==> src/rtl/pwm_phase_pair.sv <==
module pwm_phase_pair #(
  parameter int CW = 16,
  parameter logic [CW-1:0] RST_PRD = 16'd600,
  parameter logic [CW-1:0] RST_PHS = 16'd200,
  parameter logic [CW-1:0] RST_CMP = 16'd300
) (
  input  logic          clk,
  input  logic          rst_n,
  input  logic          wr_en,
  input  logic [2:0]    wr_addr,
  input  logic [CW-1:0] wr_data,
  input  logic          arm_load,
  input  logic          guard_en,
  output logic          pwm_master,
  output logic          pwm_slave,
  output logic          load_done
);

  localparam logic [2:0] A_MPRD = 3'd0;
  localparam logic [2:0] A_MCMP = 3'd1;
  localparam logic [2:0] A_SPRD = 3'd2;
  localparam logic [2:0] A_SPHS = 3'd3;
  localparam logic [2:0] A_SCMP = 3'd4;

  logic [CW-1:0] sh_mprd, sh_mcmp, sh_sprd, sh_sphs, sh_scmp;
  logic [CW-1:0] ac_mprd, ac_mcmp, ac_sprd, ac_sphs, ac_scmp;
  logic [CW-1:0] m_ctr, s_ctr;
  logic          armed;
  logic          m_zero, xfer, leap;
  logic [CW-1:0] phs_eff, scmp_eff;

  assign m_zero   = (m_ctr == '0);
  assign xfer     = armed && m_zero;
  assign phs_eff  = xfer ? sh_sphs : ac_sphs;
  assign scmp_eff = xfer ? sh_scmp : ac_scmp;
  assign leap     = m_zero && (s_ctr < scmp_eff) && (phs_eff > scmp_eff);

  // shadow set
  always_ff @(posedge clk or negedge rst_n) begin
    if (!rst_n) begin
      sh_mprd <= RST_PRD;
      sh_mcmp <= RST_CMP;
      sh_sprd <= RST_PRD;
      sh_sphs <= RST_PHS;
      sh_scmp <= RST_CMP;
    end else if (wr_en) begin
      case (wr_addr)
        A_MPRD:  sh_mprd <= wr_data;
        A_MCMP:  sh_mcmp <= wr_data;
        A_SPRD:  sh_sprd <= wr_data;
        A_SPHS:  sh_sphs <= wr_data;
        A_SCMP:  sh_scmp <= wr_data;
        default: ;
      endcase
    end
  end

  // active set, one-shot arm and transfer pulse
  always_ff @(posedge clk or negedge rst_n) begin
    if (!rst_n) begin
      ac_mprd   <= RST_PRD;
      ac_mcmp   <= RST_CMP;
      ac_sprd   <= RST_PRD;
      ac_sphs   <= RST_PHS;
      ac_scmp   <= RST_CMP;
      armed     <= 1'b0;
      load_done <= 1'b0;
    end else begin
      if (xfer) begin
        ac_mprd <= sh_mprd;
        ac_mcmp <= sh_mcmp;
        ac_sprd <= sh_sprd;
        ac_sphs <= sh_sphs;
        ac_scmp <= sh_scmp;
      end
      armed     <= (armed && !xfer) || arm_load;
      load_done <= xfer;
    end
  end

  // counters
  always_ff @(posedge clk or negedge rst_n) begin
    if (!rst_n) begin
      m_ctr <= '0;
      s_ctr <= '0;
    end else begin
      m_ctr <= (m_ctr >= ac_mprd) ? '0 : m_ctr + 1'b1;
      if (m_zero)                s_ctr <= phs_eff;
      else if (s_ctr >= ac_sprd) s_ctr <= '0;
      else                       s_ctr <= s_ctr + 1'b1;
    end
  end

  // outputs
  always_ff @(posedge clk or negedge rst_n) begin
    if (!rst_n) begin
      pwm_master <= 1'b0;
      pwm_slave  <= 1'b0;
    end else begin
      if (m_ctr == ac_mcmp)  pwm_master <= 1'b0;
      else if (m_zero)       pwm_master <= 1'b1;
      if (guard_en && leap)  pwm_slave <= 1'b0;
      else if (s_ctr == ac_scmp) pwm_slave <= 1'b0;
      else if (s_ctr == '0)  pwm_slave <= 1'b1;
    end
  end

  AST_MCTR_IN_RANGE: assert property (@(posedge clk) disable iff (!rst_n)
    m_ctr <= ac_mprd);

  AST_MCMP_CLEARS: assert property (@(posedge clk) disable iff (!rst_n)
    (m_ctr == ac_mcmp) |=> !pwm_master);

  AST_SLAVE_PHASE_SEED: assert property (@(posedge clk) disable iff (!rst_n)
    m_zero |=> (s_ctr == ac_sphs));

  AST_ACTIVE_HELD: assert property (@(posedge clk) disable iff (!rst_n)
    !load_done |-> ($stable(ac_mprd) && $stable(ac_mcmp) && $stable(ac_sprd)
                    && $stable(ac_sphs) && $stable(ac_scmp)));

  AST_ARM_CLEARS: assert property (@(posedge clk) disable iff (!rst_n)
    load_done |-> (armed == $past(arm_load)));

  AST_DONE_WITH_RISE: assert property (@(posedge clk) disable iff (!rst_n)
    load_done |-> (pwm_master || ac_mcmp == '0));

endmodule

==> config.mk <==
export PLATFORM = sky130hd
export DESIGN_NAME = pwm_phase_pair
export DESIGN_NICKNAME = d
export VERILOG_FILES = /design/src/rtl/pwm_phase_pair.sv
export SDC_FILE = /design/constraint.sdc
export NUM_CORES = 1
export LEC_CHECK = 0
export CAP_MARGIN = 10
export CORE_MARGIN = 5
export CORE_UTILIZATION = 65
export DETAILED_ROUTE_END_ITERATION = 10
export PLACE_DENSITY = 0.88
export SLEW_MARGIN = 20
export SYNTH_ARGS = -nofsm -noshare
export SYNTH_HDL_FRONTEND = slang
export SYNTH_SLANG_ARGS = --single-unit
==> constraint.sdc <==
create_clock -name clk -period 7.4 [get_ports clk]
set_input_delay 1.48 -clock clk [delete_from_list [all_inputs] [get_ports clk]]
set_output_delay 1.48 -clock clk [all_outputs]
set_load 0.01 [all_outputs]
# Word level (Yosys, flattened, before mapping)
# Cells that the tools add are included.
totals:
  out_inout_bits: 3
  elab_cells: 55
  input_bits: 24
  regBits: 196
classes:
  n_eq_ne: 6
  magnitude_cmp: 4
  reduce_logical: 17
  add_sub_neg: 2
  n_mux: 10
op_table:
  columns: ["cell", "n"]
  rows:
  - ["16-bit two-way mux", 5]
  - ["16-bit by 1-bit adder with 16-bit output (second input constant)", 2]
  - ["16-bit == test", 2]
  - ["16-bit >= comparator", 2]
  - ["16-bit zero test", 2]
  - ["16-bit > comparator", 1]
  - ["16-bit less-than comparator", 1]
  - ["2-bit AND reduction", 5]
  - ["3-bit by 2-bit == test with 1-bit output (second input constant)", 2]
  - ["1-bit logical AND", 5]
  - ["1-bit two-way mux", 5]
  - ["3-bit by 1-bit == test with 1-bit output (second input constant)", 1]
  - ["3-bit == test (second input constant)", 1]
  - ["3-bit zero test", 1]
  - ["3-bit nonzero test", 1]
  - ["2-bit nonzero test", 1]
  - ["1-bit zero test", 1]
  - ["1-bit logical OR", 1]

# Longest topological paths before layout
# Gate-level depths: netlist (run 1).
depth:
  depth_word: 8
  depth_mapped: 16
  mapped_depth_nobuf: 14

# Least setup slack after synthesis (run 1)
# Ideal clock, no wire load.
synth_path:
  path_type: "register to register"
  start: "register m_ctr[0]"
  end: "register pwm_slave"
  required_time_ns: 7.273
  stages_incl_launch_ff: 17
  path_buffers: 3
  setup_slack_ns: 3.711
  setup_time_ns: 0.127
  arrival_ns: 3.562
  synth_period_minus_slack_ns: 3.689
  cell_sequence: "dfrtp_1 > inv_1 > ha_1 > or4b_4 > nor4_4 > buf_6 > buf_2 > buf_4 > mux2i_1 > ha_1 > nand4_1 > nor3b_1 > mux2i_1 > o311ai_1 > a211oi_1 > o31ai_1 > nand2_1"
synth_between:
  elab_chain_len: 8
  word_cells_on_any_way: 11
  cone_classes: "order compare (2); mux (3); reduce/logical (6)"
synth_lines:
  columns: ["item", "line", "rtl"]
  rows:
  - ["start: declaration", "27", "logic [CW-1:0] m_ctr, s_ctr;"]
  - ["start signal: assignment", "87", "m_ctr <= (m_ctr >= ac_mprd) ? '0 : m_ctr + 1'b1;"]
  - ["16-bit zero test *", "32", "assign m_zero = (m_ctr == '0);"]
  - ["1-bit logical AND", "33", "assign xfer = armed && m_zero;"]
  - ["16-bit two-way mux", null, null]
  - ["16-bit less-than comparator", "36", "assign leap = m_zero && (s_ctr < scmp_eff) && (phs_eff > scmp_eff);"]
  - ["1-bit logical AND", "36", null]
  - ["1-bit logical AND *", "36", null]
  - ["1-bit logical AND *", "102", "if (guard_en && leap) pwm_slave <= 1'b0;"]
  - ["3-bit nonzero test (no line) or 1-bit two-way mux (tied branches)", null, null]
  - ["end signal: assignment", "102", null]
  - ["end signal: assignment", "103", "else if (s_ctr == ac_scmp) pwm_slave <= 1'b0;"]
  - ["end signal: assignment", "104", "else if (s_ctr == '0) pwm_slave <= 1'b1;"]
  - ["end: declaration", "15", "output logic pwm_slave,"]
# Mark *: on every way between the ends. The rest lies on a longest branch, timed or not.
# A chain may end at the register's enable or synchronous reset.

# Worst setup path after layout (run 1)
layout_path:
  start: "register m_ctr[0]"
  end: "register pwm_slave"
layout_between:
  word_cells_on_any_way: 11
  cone_classes: "order compare (2); mux (3); reduce/logical (6)"
layout_lines:
  columns: ["item", "line", "rtl"]
  rows:
  - ["16-bit zero test *", "32", null]
  - ["1-bit logical AND *", "33", null]
  - ["16-bit two-way mux *", null, null]
  - ["via phs_eff[9]", "30", "logic [CW-1:0] phs_eff, scmp_eff;"]
  - ["16-bit > comparator *", "36", null]
  - ["1-bit logical AND *", "36", null]
  - ["1-bit logical AND *", "102", null]
  - ["3-bit nonzero test (no line) or 1-bit two-way mux (tied branches)", null, null]
# Mark *: on every way through the listed nets, which the timed path passes. The rest lies on a longest branch.

==> impl_metrics.prom, run 1 <==
# TYPE chip_impl_metric gauge
chip_impl_metric{name="dp.final_hpwl",unit="um"} 15500
chip_impl_metric{name="critical_path_peak_fanout",unit=""} 57
chip_impl_metric{name="cts.htree.levels",unit=""} 4
chip_impl_metric{name="drv.max_cap_violation_count",unit=""} 0
chip_impl_metric{name="setup-violations-final",unit=""} 0
chip_impl_info{name="rsz0062_at_grt",value="no"} 1
chip_impl_info{name="cell_at_the_root_of_the_clock_tree",value="sky130_fd_sc_hd__clkbuf_16"} 1
chip_impl_metric{name="worst_r2r_setup_slack",unit="ns"} 2.76
chip_impl_metric{name="largest_stage_delay_worst_path",unit="ns"} 0.67
chip_impl_metric{name="detail_route.vias_per_cell",unit=""} 6.15
chip_impl_info{name="timing.hold.worst.class",value="reg -> reg"} 1
chip_impl_info{name="critical_path_class",value="reg -> reg"} 1
chip_impl_info{name="crit_path_cell_trace",value="inv_1, ha_1, or4b_4, nor4_4, buf_4, buf_4, mux2_2, ha_1, nand4_1, nor3_1, nand2_1, a2111oi_0, o31ai_1, nand2_1"} 1
chip_impl_info{name="path_delay_family",value="simple AND/OR/NAND/NOR gates"} 1
chip_impl_metric{name="floorplan.die.width",unit="um"} 132
chip_impl_metric{name="grt_max_degree",unit=""} 121
chip_impl_metric{name="synth-xor-area-share",unit="%"} 5.91
chip_impl_metric{name="final_period_minus_worst_setup_slack",unit="ns"} 4.64
chip_impl_metric{name="grt_antenna_before_repair",unit=""} 0
chip_impl_metric{name="place_congestion",unit=""} 0.931
chip_impl_info{name="worst_setup_path_start_kind",value="flop"} 1
chip_impl_metric{name="synth.cell_area",unit="sq um"} 9640
chip_impl_info{name="layout_common_cells",value="sky130_fd_sc_hd__dfrtp_1, sky130_fd_sc_hd__mux2_2, sky130_fd_sc_hd__nand2_1, sky130_fd_sc_hd__ha_1, sky130_fd_sc_hd__inv_1"} 1
chip_impl_metric{name="max_freq",unit="MHz"} 216
chip_impl_metric{name="irDropWorstVdd",unit="mV"} 0.257
chip_impl_metric{name="tightest_slew",unit="ns"} 1.14
chip_impl_metric{name="p_leak",unit="nW"} 4.76
chip_impl_metric{name="final-hold-violation-count",unit=""} 0
chip_impl_info{name="main_combinational_cell_family_by_area_after_synthesis",value="multiplexers"} 1
chip_impl_info{name="critPathSlowestCell",value="sky130_fd_sc_hd__buf_4"} 1
chip_impl_metric{name="count_of_state_elements_after_synthesis",unit=""} 196
chip_impl_metric{name="global_route.usage.total",unit="%"} 26.2
chip_impl_metric{name="maxSlewHeadroom",unit="%"} 23.9
chip_impl_metric{name="num_cts_buffers",unit=""} 17
chip_impl_info{name="synth-main-ff-cell",value="sky130_fd_sc_hd__dfrtp_1"} 1
chip_impl_metric{name="detail_route.first_pass.iterations",unit=""} 5
chip_impl_metric{name="synth_compound_gate_area_share",unit="%"} 6.53
chip_impl_metric{name="number_of_top_level_pins",unit=""} 27
chip_impl_metric{name="area_enclosed_by_the_die_boundary",unit="sq um"} 17400
chip_impl_metric{name="edff_count_synth",unit=""} 0
chip_impl_metric{name="num_vias",unit=""} 6432
chip_impl_metric{name="grt_pass1_vias",unit=""} 6910
chip_impl_metric{name="post_syn_nets",unit=""} 912
chip_impl_metric{name="nNetsFinal",unit=""} 936
chip_impl_info{name="outcome",value="completed"} 1
chip_impl_metric{name="cts_max_path_buffers",unit=""} 2
chip_impl_metric{name="syn-mean-instance-area",unit="sq um"} 11.7
chip_impl_metric{name="area.sequential",unit="sq um"} 4950
chip_impl_metric{name="cts_setup_buffers",unit=""} 0
chip_impl_metric{name="multi_input_comb_area",unit="sq um"} 4350
chip_impl_info{name="commonest_non_fill_non_tap_cell_in_the_layout",value="sky130_fd_sc_hd__dfrtp_1"} 1
chip_impl_metric{name="fin_skew",unit="ns"} 0.00703
chip_impl_metric{name="num_antenna_cells",unit=""} 0
chip_impl_metric{name="clkSlewWorstSetupHoldPaths",unit="ns"} 0.07
chip_impl_metric{name="tritoncts_num_sinks",unit=""} 196
chip_impl_metric{name="antenna_left",unit=""} 0
chip_impl_metric{name="dieHeight",unit="um"} 132
chip_impl_metric{name="port_buffers",unit=""} 26
chip_impl_metric{name="clk-insertion-delay-late",unit="ns"} 0.44
chip_impl_metric{name="design.core.area",unit="sq um"} 14500
chip_impl_metric{name="number_of_instances_in_the_synthesized_netlist",unit=""} 826
chip_impl_metric{name="filler_cell_count",unit=""} 925
chip_impl_metric{name="drt_first_iter_violations",unit=""} 537
chip_impl_metric{name="muxShareOfSynthArea",unit="%"} 15.1
chip_impl_metric{name="final-max-slew-violation-count",unit=""} 0
chip_impl_metric{name="layout-drive-gt1-share",unit="%"} 23.1
chip_impl_metric{name="p_per_area",unit="nW/um^2"} 413
chip_impl_metric{name="std_cell_rows",unit=""} 44
chip_impl_metric{name="final.setup.tns",unit="ns"} 0
chip_impl_metric{name="grt_first_pass_wirelength",unit="um"} 36400
chip_impl_metric{name="areaGrowthSynthToFinish",unit="%"} 10.5
chip_impl_metric{name="initial_utilization",unit="%"} 66.3
chip_impl_metric{name="overflow",unit=""} 0
chip_impl_metric{name="post_drt_wl_per_cell",unit="um"} 21.0
chip_impl_info{name="tritoncts_clock_tree",value="done"} 1
chip_impl_metric{name="cts_resized",unit=""} 0
chip_impl_metric{name="ys_warn_count",unit=""} 0
chip_impl_metric{name="hold_ws",unit="ns"} 0.487
chip_impl_info{name="critPathCaptureType",value="flop"} 1
chip_impl_metric{name="synth_seq_area_share",unit="%"} 51.4
chip_impl_metric{name="critPathRequiredTime",unit="ns"} 7.78
chip_impl_metric{name="synth_cell_types",unit=""} 50
chip_impl_metric{name="final_critical_path_share_of_the_clock_period",unit="%"} 62.7
chip_impl_metric{name="wirelength",unit="um"} 22000
chip_impl_metric{name="cp_num_buf_inv",unit=""} 3
chip_impl_metric{name="drc",unit=""} 0
chip_impl_metric{name="cts-hold-fix-buffers",unit=""} 0
chip_impl_metric{name="synth_simple_gate_area_share",unit="%"} 9.25
chip_impl_metric{name="ys_async_sr_fraction",unit="%"} 100
chip_impl_metric{name="synthAdderAreaFrac",unit="%"} 8.26
chip_impl_metric{name="cp.arrival",unit="ns"} 5.01
## tightest hold or removal path, delay by kind of cell, from the launching register on
kind / cells / cell delay, ns
flops: 1 / 0.35
compound gates: 1 / 0.06
simple gates: 1 / 0.04
## stage by stage
step	cell area, sq um	util (%)	worst slack, ns	power [mW]	std cells
finish	10700	73.3	2.76	4.40	1046
detailed placement	10100	69.3	2.84	3.44	1015
CTS	10700	73.3	2.81	4.38	1046
global placement	10100	69.3	3.17	3.32	1015
global route	10700	73.3	2.50	4.67	1046
floorplan	9640	-	3.71	2.91	826
## layout make-up
| cell class | count | area share, % |
|---|---|---|
| Tap cell | 184 | 2.16 |
| Clock buffer | 19 | 4.06 |
| Clock inverter | 12 | 1.39 |
| Multi-Input combinational cell | 545 | 40.9 |
| Inverter | 55 | 1.94 |
| Timing Repair Buffer | 35 | 3.11 |
| Sequential cell | 196 | 46.5 |
## logic make-up after synthesis
family                     Yosys count
xor gates and xnor gates            65
DFF                                196
AOI/OAI and AO/OA                  105
adders and majority gates           64
muxes                              131
and+or+nand+nor                    180
buffers and inverters               85
## final timing paths
kind,start,end,cells after the start
worst max-delay path,m_ctr[0]$_DFF_PN0_,pwm_slave$_DFFE_PN0P_,14
worst min-delay path,sh_sprd[15]$_DFFE_PN0P_,ac_sprd[15]$_DFFE_PN0N_,2
worst max register to register,m_ctr[0]$_DFF_PN0_,pwm_slave$_DFFE_PN0P_,14
worst min register to register,sh_sprd[15]$_DFFE_PN0P_,ac_sprd[15]$_DFFE_PN0N_,2
max in group asynchronous,rst_n,m_ctr[9]$_DFF_PN0_,2
min in group asynchronous,rst_n,ac_sphs[12]$_DFF_PN0_,1
## Yosys cell counts (2+ instances only)
| library cell | instances | share of area (%) |
|---|---|---|
| sky130_fd_sc_hd__nor3_1 | 3 | 0.16 |
| sky130_fd_sc_hd__and2_1 | 2 | 0.13 |
| sky130_fd_sc_hd__dfstp_2 | 38 | 10 |
| sky130_fd_sc_hd__a21o_1 | 15 | 1.2 |
| sky130_fd_sc_hd__mux2i_1 | 15 | 1.6 |
| sky130_fd_sc_hd__nor4_1 | 6 | 0.39 |
| sky130_fd_sc_hd__nand2b_1 | 2 | 0.13 |
| sky130_fd_sc_hd__buf_6 | 2 | 0.23 |
| sky130_fd_sc_hd__nand2_1 | 70 | 2.7 |
| sky130_fd_sc_hd__dfrtp_1 | 158 | 41 |
| sky130_fd_sc_hd__o21a_1 | 2 | 0.16 |
| sky130_fd_sc_hd__nand3_1 | 21 | 1.1 |
| sky130_fd_sc_hd__a41oi_1 | 3 | 0.27 |
| sky130_fd_sc_hd__inv_1 | 55 | 2.1 |
| sky130_fd_sc_hd__o22ai_1 | 2 | 0.13 |
| sky130_fd_sc_hd__mux2_2 | 116 | 14 |
| sky130_fd_sc_hd__nor3b_1 | 3 | 0.23 |
| sky130_fd_sc_hd__nand4_1 | 15 | 0.97 |
| sky130_fd_sc_hd__nor4b_1 | 4 | 0.36 |
| sky130_fd_sc_hd__buf_2 | 5 | 0.26 |
| sky130_fd_sc_hd__o21ai_0 | 54 | 2.8 |
| sky130_fd_sc_hd__maj3_1 | 2 | 0.21 |
| sky130_fd_sc_hd__xnor2_1 | 33 | 3.0 |
| sky130_fd_sc_hd__nor2b_1 | 3 | 0.19 |
| sky130_fd_sc_hd__and3_1 | 11 | 0.71 |
| sky130_fd_sc_hd__ha_1 | 62 | 8.0 |
| sky130_fd_sc_hd__clkbuf_1 | 22 | 0.86 |
| sky130_fd_sc_hd__a21oi_1 | 15 | 0.78 |
| sky130_fd_sc_hd__xor2_1 | 32 | 2.9 |
| sky130_fd_sc_hd__a211oi_1 | 4 | 0.31 |
| sky130_fd_sc_hd__nor2_1 | 32 | 1.2 |
## sequential cells by signal, indices dropped and copies added (netlist names), 16 cells and up
register  cells
m_ctr        16
ac_mcmp      16
sh_mcmp      16
sh_sphs      16
sh_mprd      16
ac_sphs      16
sh_sprd      16
ac_sprd      16
ac_mprd      16
s_ctr        16
sh_scmp      16
ac_scmp      16
## metal layers
layer | up-vias | wire length [um] | GRT usage (%)
li1 | 2915 | - | -
met1 | 3241 | 9660 | 36.4
met2 | 220 | 10500 | 40.8
met3 | 56 | 1190 | 5.42
met4 | 0 | 683 | 10.3
met5 | - | 0 | 0
## where the power goes
| group | internal, mW | switching [mW] | leakage (nW) |
|---|---|---|---|
| registers | 1.48 | 0.331 | 2.36 |
| logic | 0.766 | 0.902 | 2.12 |
| clock network | 0.503 | 0.414 | 0.277 |
No activity file was read; power rests on OpenSTA's default activity.
==> run 2, diff against run 1 <==
- CORE_UTILIZATION: 65 -> 56
- PLACE_DENSITY: 0.88 -> 0.81
- clock period: 7.4 -> 4 ns (I/O delays scaled with it)
==> run 2 against run 1 <==
Utilization is 8.8 points lower. Sequential cell count stayed put. Non-clock buffer count is 29 higher. Wire length is 0.95% higher. Design area is 3.6% higher.
==> impl_metrics.prom, run 2 (synthesis gave the netlist of run 1 again) <==
# TYPE chip_impl_metric gauge
chip_impl_metric{name="layout-drive-gt1-share",unit="%"} 26.9
chip_impl_metric{name="initial_utilization",unit="%"} 56.3
chip_impl_metric{name="wirelength",unit="um"} 22200
chip_impl_metric{name="clkSlewWorstSetupHoldPaths",unit="ns"} 0.07
chip_impl_metric{name="grt_pass1_vias",unit=""} 6717
chip_impl_metric{name="design.core.area",unit="sq um"} 17100
chip_impl_metric{name="p_per_area",unit="nW/um^2"} 753
chip_impl_info{name="top_signal_layer_used",value="met4"} 1
chip_impl_metric{name="maxSlewHeadroom",unit="%"} 41.1
chip_impl_metric{name="cts_max_path_buffers",unit=""} 2
chip_impl_metric{name="critical_path_peak_fanout",unit=""} 11
chip_impl_metric{name="tritoncts_num_sinks",unit=""} 196
chip_impl_metric{name="final.setup.tns",unit="ns"} 0
chip_impl_metric{name="dp.final_hpwl",unit="um"} 14800
chip_impl_metric{name="critPathRequiredTime",unit="ns"} 4.38
chip_impl_metric{name="overflow",unit=""} 0
chip_impl_info{name="timing.hold.worst.class",value="in -> async"} 1
chip_impl_metric{name="cts.htree.levels",unit=""} 4
chip_impl_metric{name="grt_antenna_before_repair",unit=""} 0
chip_impl_info{name="critPathSlowestCell",value="sky130_fd_sc_hd__or4b_4"} 1
chip_impl_metric{name="post_drt_wl_per_cell",unit="um"} 19.9
chip_impl_metric{name="num_cts_buffers",unit=""} 17
chip_impl_metric{name="finalCoreUtilization",unit="%"} 64.5
chip_impl_metric{name="max_freq",unit="MHz"} 257
chip_impl_metric{name="final_critical_path_share_of_the_clock_period",unit="%"} 97.3
chip_impl_metric{name="nNetsFinal",unit=""} 965
chip_impl_metric{name="routed-wl-met2",unit="um"} 10400
chip_impl_metric{name="fin_skew",unit="ns"} 0.00933
chip_impl_metric{name="clk-insertion-delay-late",unit="ns"} 0.44
chip_impl_metric{name="std_cell_rows",unit=""} 48
chip_impl_metric{name="cp_num_buf_inv",unit=""} 4
chip_impl_metric{name="detail_route.first_pass.iterations",unit=""} 6
chip_impl_metric{name="drt_first_iter_violations",unit=""} 555
chip_impl_info{name="commonest_non_fill_non_tap_cell_in_the_layout",value="sky130_fd_sc_hd__dfrtp_1"} 1
chip_impl_metric{name="drv.max_cap_violation_count",unit=""} 0
chip_impl_metric{name="placed_cells",unit=""} 1077
chip_impl_info{name="layout_common_cells",value="sky130_fd_sc_hd__dfrtp_1, sky130_fd_sc_hd__mux2_2, sky130_fd_sc_hd__nand2_1, sky130_fd_sc_hd__ha_1, sky130_fd_sc_hd__inv_1"} 1
chip_impl_metric{name="routedLengthMet1",unit="um"} 10100
chip_impl_metric{name="cp.arrival",unit="ns"} 4.27
chip_impl_metric{name="floorplan.die.width",unit="um"} 141
chip_impl_metric{name="number_of_top_level_pins",unit=""} 27
chip_impl_metric{name="cts-hold-fix-buffers",unit=""} 0
chip_impl_metric{name="largest_stage_delay_worst_path",unit="ns"} 0.50
chip_impl_metric{name="final-hold-violation-count",unit=""} 0
chip_impl_info{name="critical_path_class",value="reg -> reg"} 1
chip_impl_metric{name="p_leak",unit="nW"} 4.95
chip_impl_metric{name="areaGrowthSynthToFinish",unit="%"} 14.5
chip_impl_info{name="cell_at_the_root_of_the_clock_tree",value="sky130_fd_sc_hd__clkbuf_16"} 1
chip_impl_metric{name="setup-violations-final",unit=""} 0
chip_impl_metric{name="met3_wire_length",unit="um"} 1160
chip_impl_info{name="tritoncts_clock_tree",value="done"} 1
chip_impl_metric{name="place_congestion",unit=""} 0.970
chip_impl_metric{name="num_vias",unit=""} 6530
chip_impl_info{name="worst_setup_path_start_kind",value="flop"} 1
chip_impl_metric{name="antenna_left",unit=""} 0
chip_impl_metric{name="tightest_slew",unit="ns"} 0.884
chip_impl_metric{name="port_buffers",unit=""} 26
chip_impl_metric{name="grt_first_pass_wirelength",unit="um"} 36100
chip_impl_metric{name="hold_ws",unit="ns"} 0.450
chip_impl_metric{name="finalNonFillerCells",unit=""} 1117
chip_impl_metric{name="area_enclosed_by_the_die_boundary",unit="sq um"} 19900
chip_impl_metric{name="dieHeight",unit="um"} 141
chip_impl_info{name="path_delay_family",value="simple AND/OR/NAND/NOR gates"} 1
chip_impl_info{name="outcome",value="completed"} 1
chip_impl_metric{name="grt_max_degree",unit=""} 108
chip_impl_metric{name="num_antenna_cells",unit=""} 0
chip_impl_info{name="crit_path_cell_trace",value="inv_1, ha_1, or4b_4, nor4_4, buf_4, clkbuf_16, buf_4, mux2i_1, ha_1, nand2_1, a211oi_1, o311ai_2, a211oi_2, o31ai_1, nand2_1"} 1
chip_impl_metric{name="irDropWorstVdd",unit="mV"} 0.408
chip_impl_metric{name="final-max-slew-violation-count",unit=""} 0
chip_impl_metric{name="final_period_minus_worst_setup_slack",unit="ns"} 3.89
chip_impl_metric{name="detail_route.vias_per_cell",unit=""} 5.85
chip_impl_info{name="critPathCaptureType",value="flop"} 1
chip_impl_metric{name="global_route.usage.total",unit="%"} 23.1
chip_impl_metric{name="drc",unit=""} 0
-- run 2: repair_timing --
item	4_1_cts	5_1_grt
buffers inserted	0	6
resized for setup	0	10
hold endpoints to repair	0	0
setup endpoints to repair	0	1
-- run 2: worst paths after layout --
kind	cells after the start	to	start	slack, ns
setup / recovery	15	pwm_slave$_DFFE_PN0P_	m_ctr[0]$_DFF_PN0_	0.11
hold / removal	1	ac_scmp[12]$_DFF_PN0_	rst_n	0.45
setup reg to reg	15	pwm_slave$_DFFE_PN0P_	m_ctr[0]$_DFF_PN0_	0.11
hold reg to reg	2	ac_mprd[8]$_DFFE_PN0N_	sh_mprd[8]$_DFFE_PN0P_	0.48
max in group asynchronous	2	ac_scmp[3]$_DFF_PN1_	rst_n	2.54
min in group clk	2	ac_mprd[8]$_DFFE_PN0N_	sh_mprd[8]$_DFFE_PN0P_	0.48
-- run 2: worst reg2reg max path, cell delays in order, from the launching register on --
cell and delay (ns):
sky130_fd_sc_hd__dfrtp_2 0.43, sky130_fd_sc_hd__inv_1 0.09, sky130_fd_sc_hd__ha_1 0.16, sky130_fd_sc_hd__or4b_4 0.50, sky130_fd_sc_hd__nor4_4 0.32, sky130_fd_sc_hd__buf_4 0.19
sky130_fd_sc_hd__clkbuf_16 0.15, sky130_fd_sc_hd__buf_4 0.19, sky130_fd_sc_hd__mux2i_1 0.42, sky130_fd_sc_hd__ha_1 0.30, sky130_fd_sc_hd__nand2_1 0.08, sky130_fd_sc_hd__a211oi_1 0.39
sky130_fd_sc_hd__o311ai_2 0.18, sky130_fd_sc_hd__a211oi_2 0.26, sky130_fd_sc_hd__o31ai_1 0.09, sky130_fd_sc_hd__nand2_1 0.07
-- run 2: per-layer routing --
layer	vias up	track usage (%)
met5	-	0
met4	0	7.24
met3	47	4.51
met2	200	36.0
met1	3289	32.8
li1	2994	-
-- run 2: metrics by stage --
stage	worst slack, ns	instance area [sq um]	total power [mW]
after floorplan	0.311	9640	5.38
after global placement	0.229	10300	6.24
after detailed placement	0.0648	10300	6.36
after CTS	0.0330	10900	8.17
after global routing	-0.0885	11000	8.86
final	0.110	11000	8.32
-- run 2: area by class of cell --
class	count	area (sq um)
fill	1256	6080
multi-input combinational	545	4390
timing repair buffer	64	609
inverter	55	206
sequential	196	4950
clock inverter	15	171
tap	225	282
clock buffer	17	425
-- run 2: power by group --
part	internal (mW)	switching, mW	leakage, nW	total, mW
clock	0.941	0.804	0.290	1.75
combinational	1.55	1.73	2.30	3.28
sequential	2.74	0.553	2.36	3.29
total	5.23	3.09	4.95	8.32
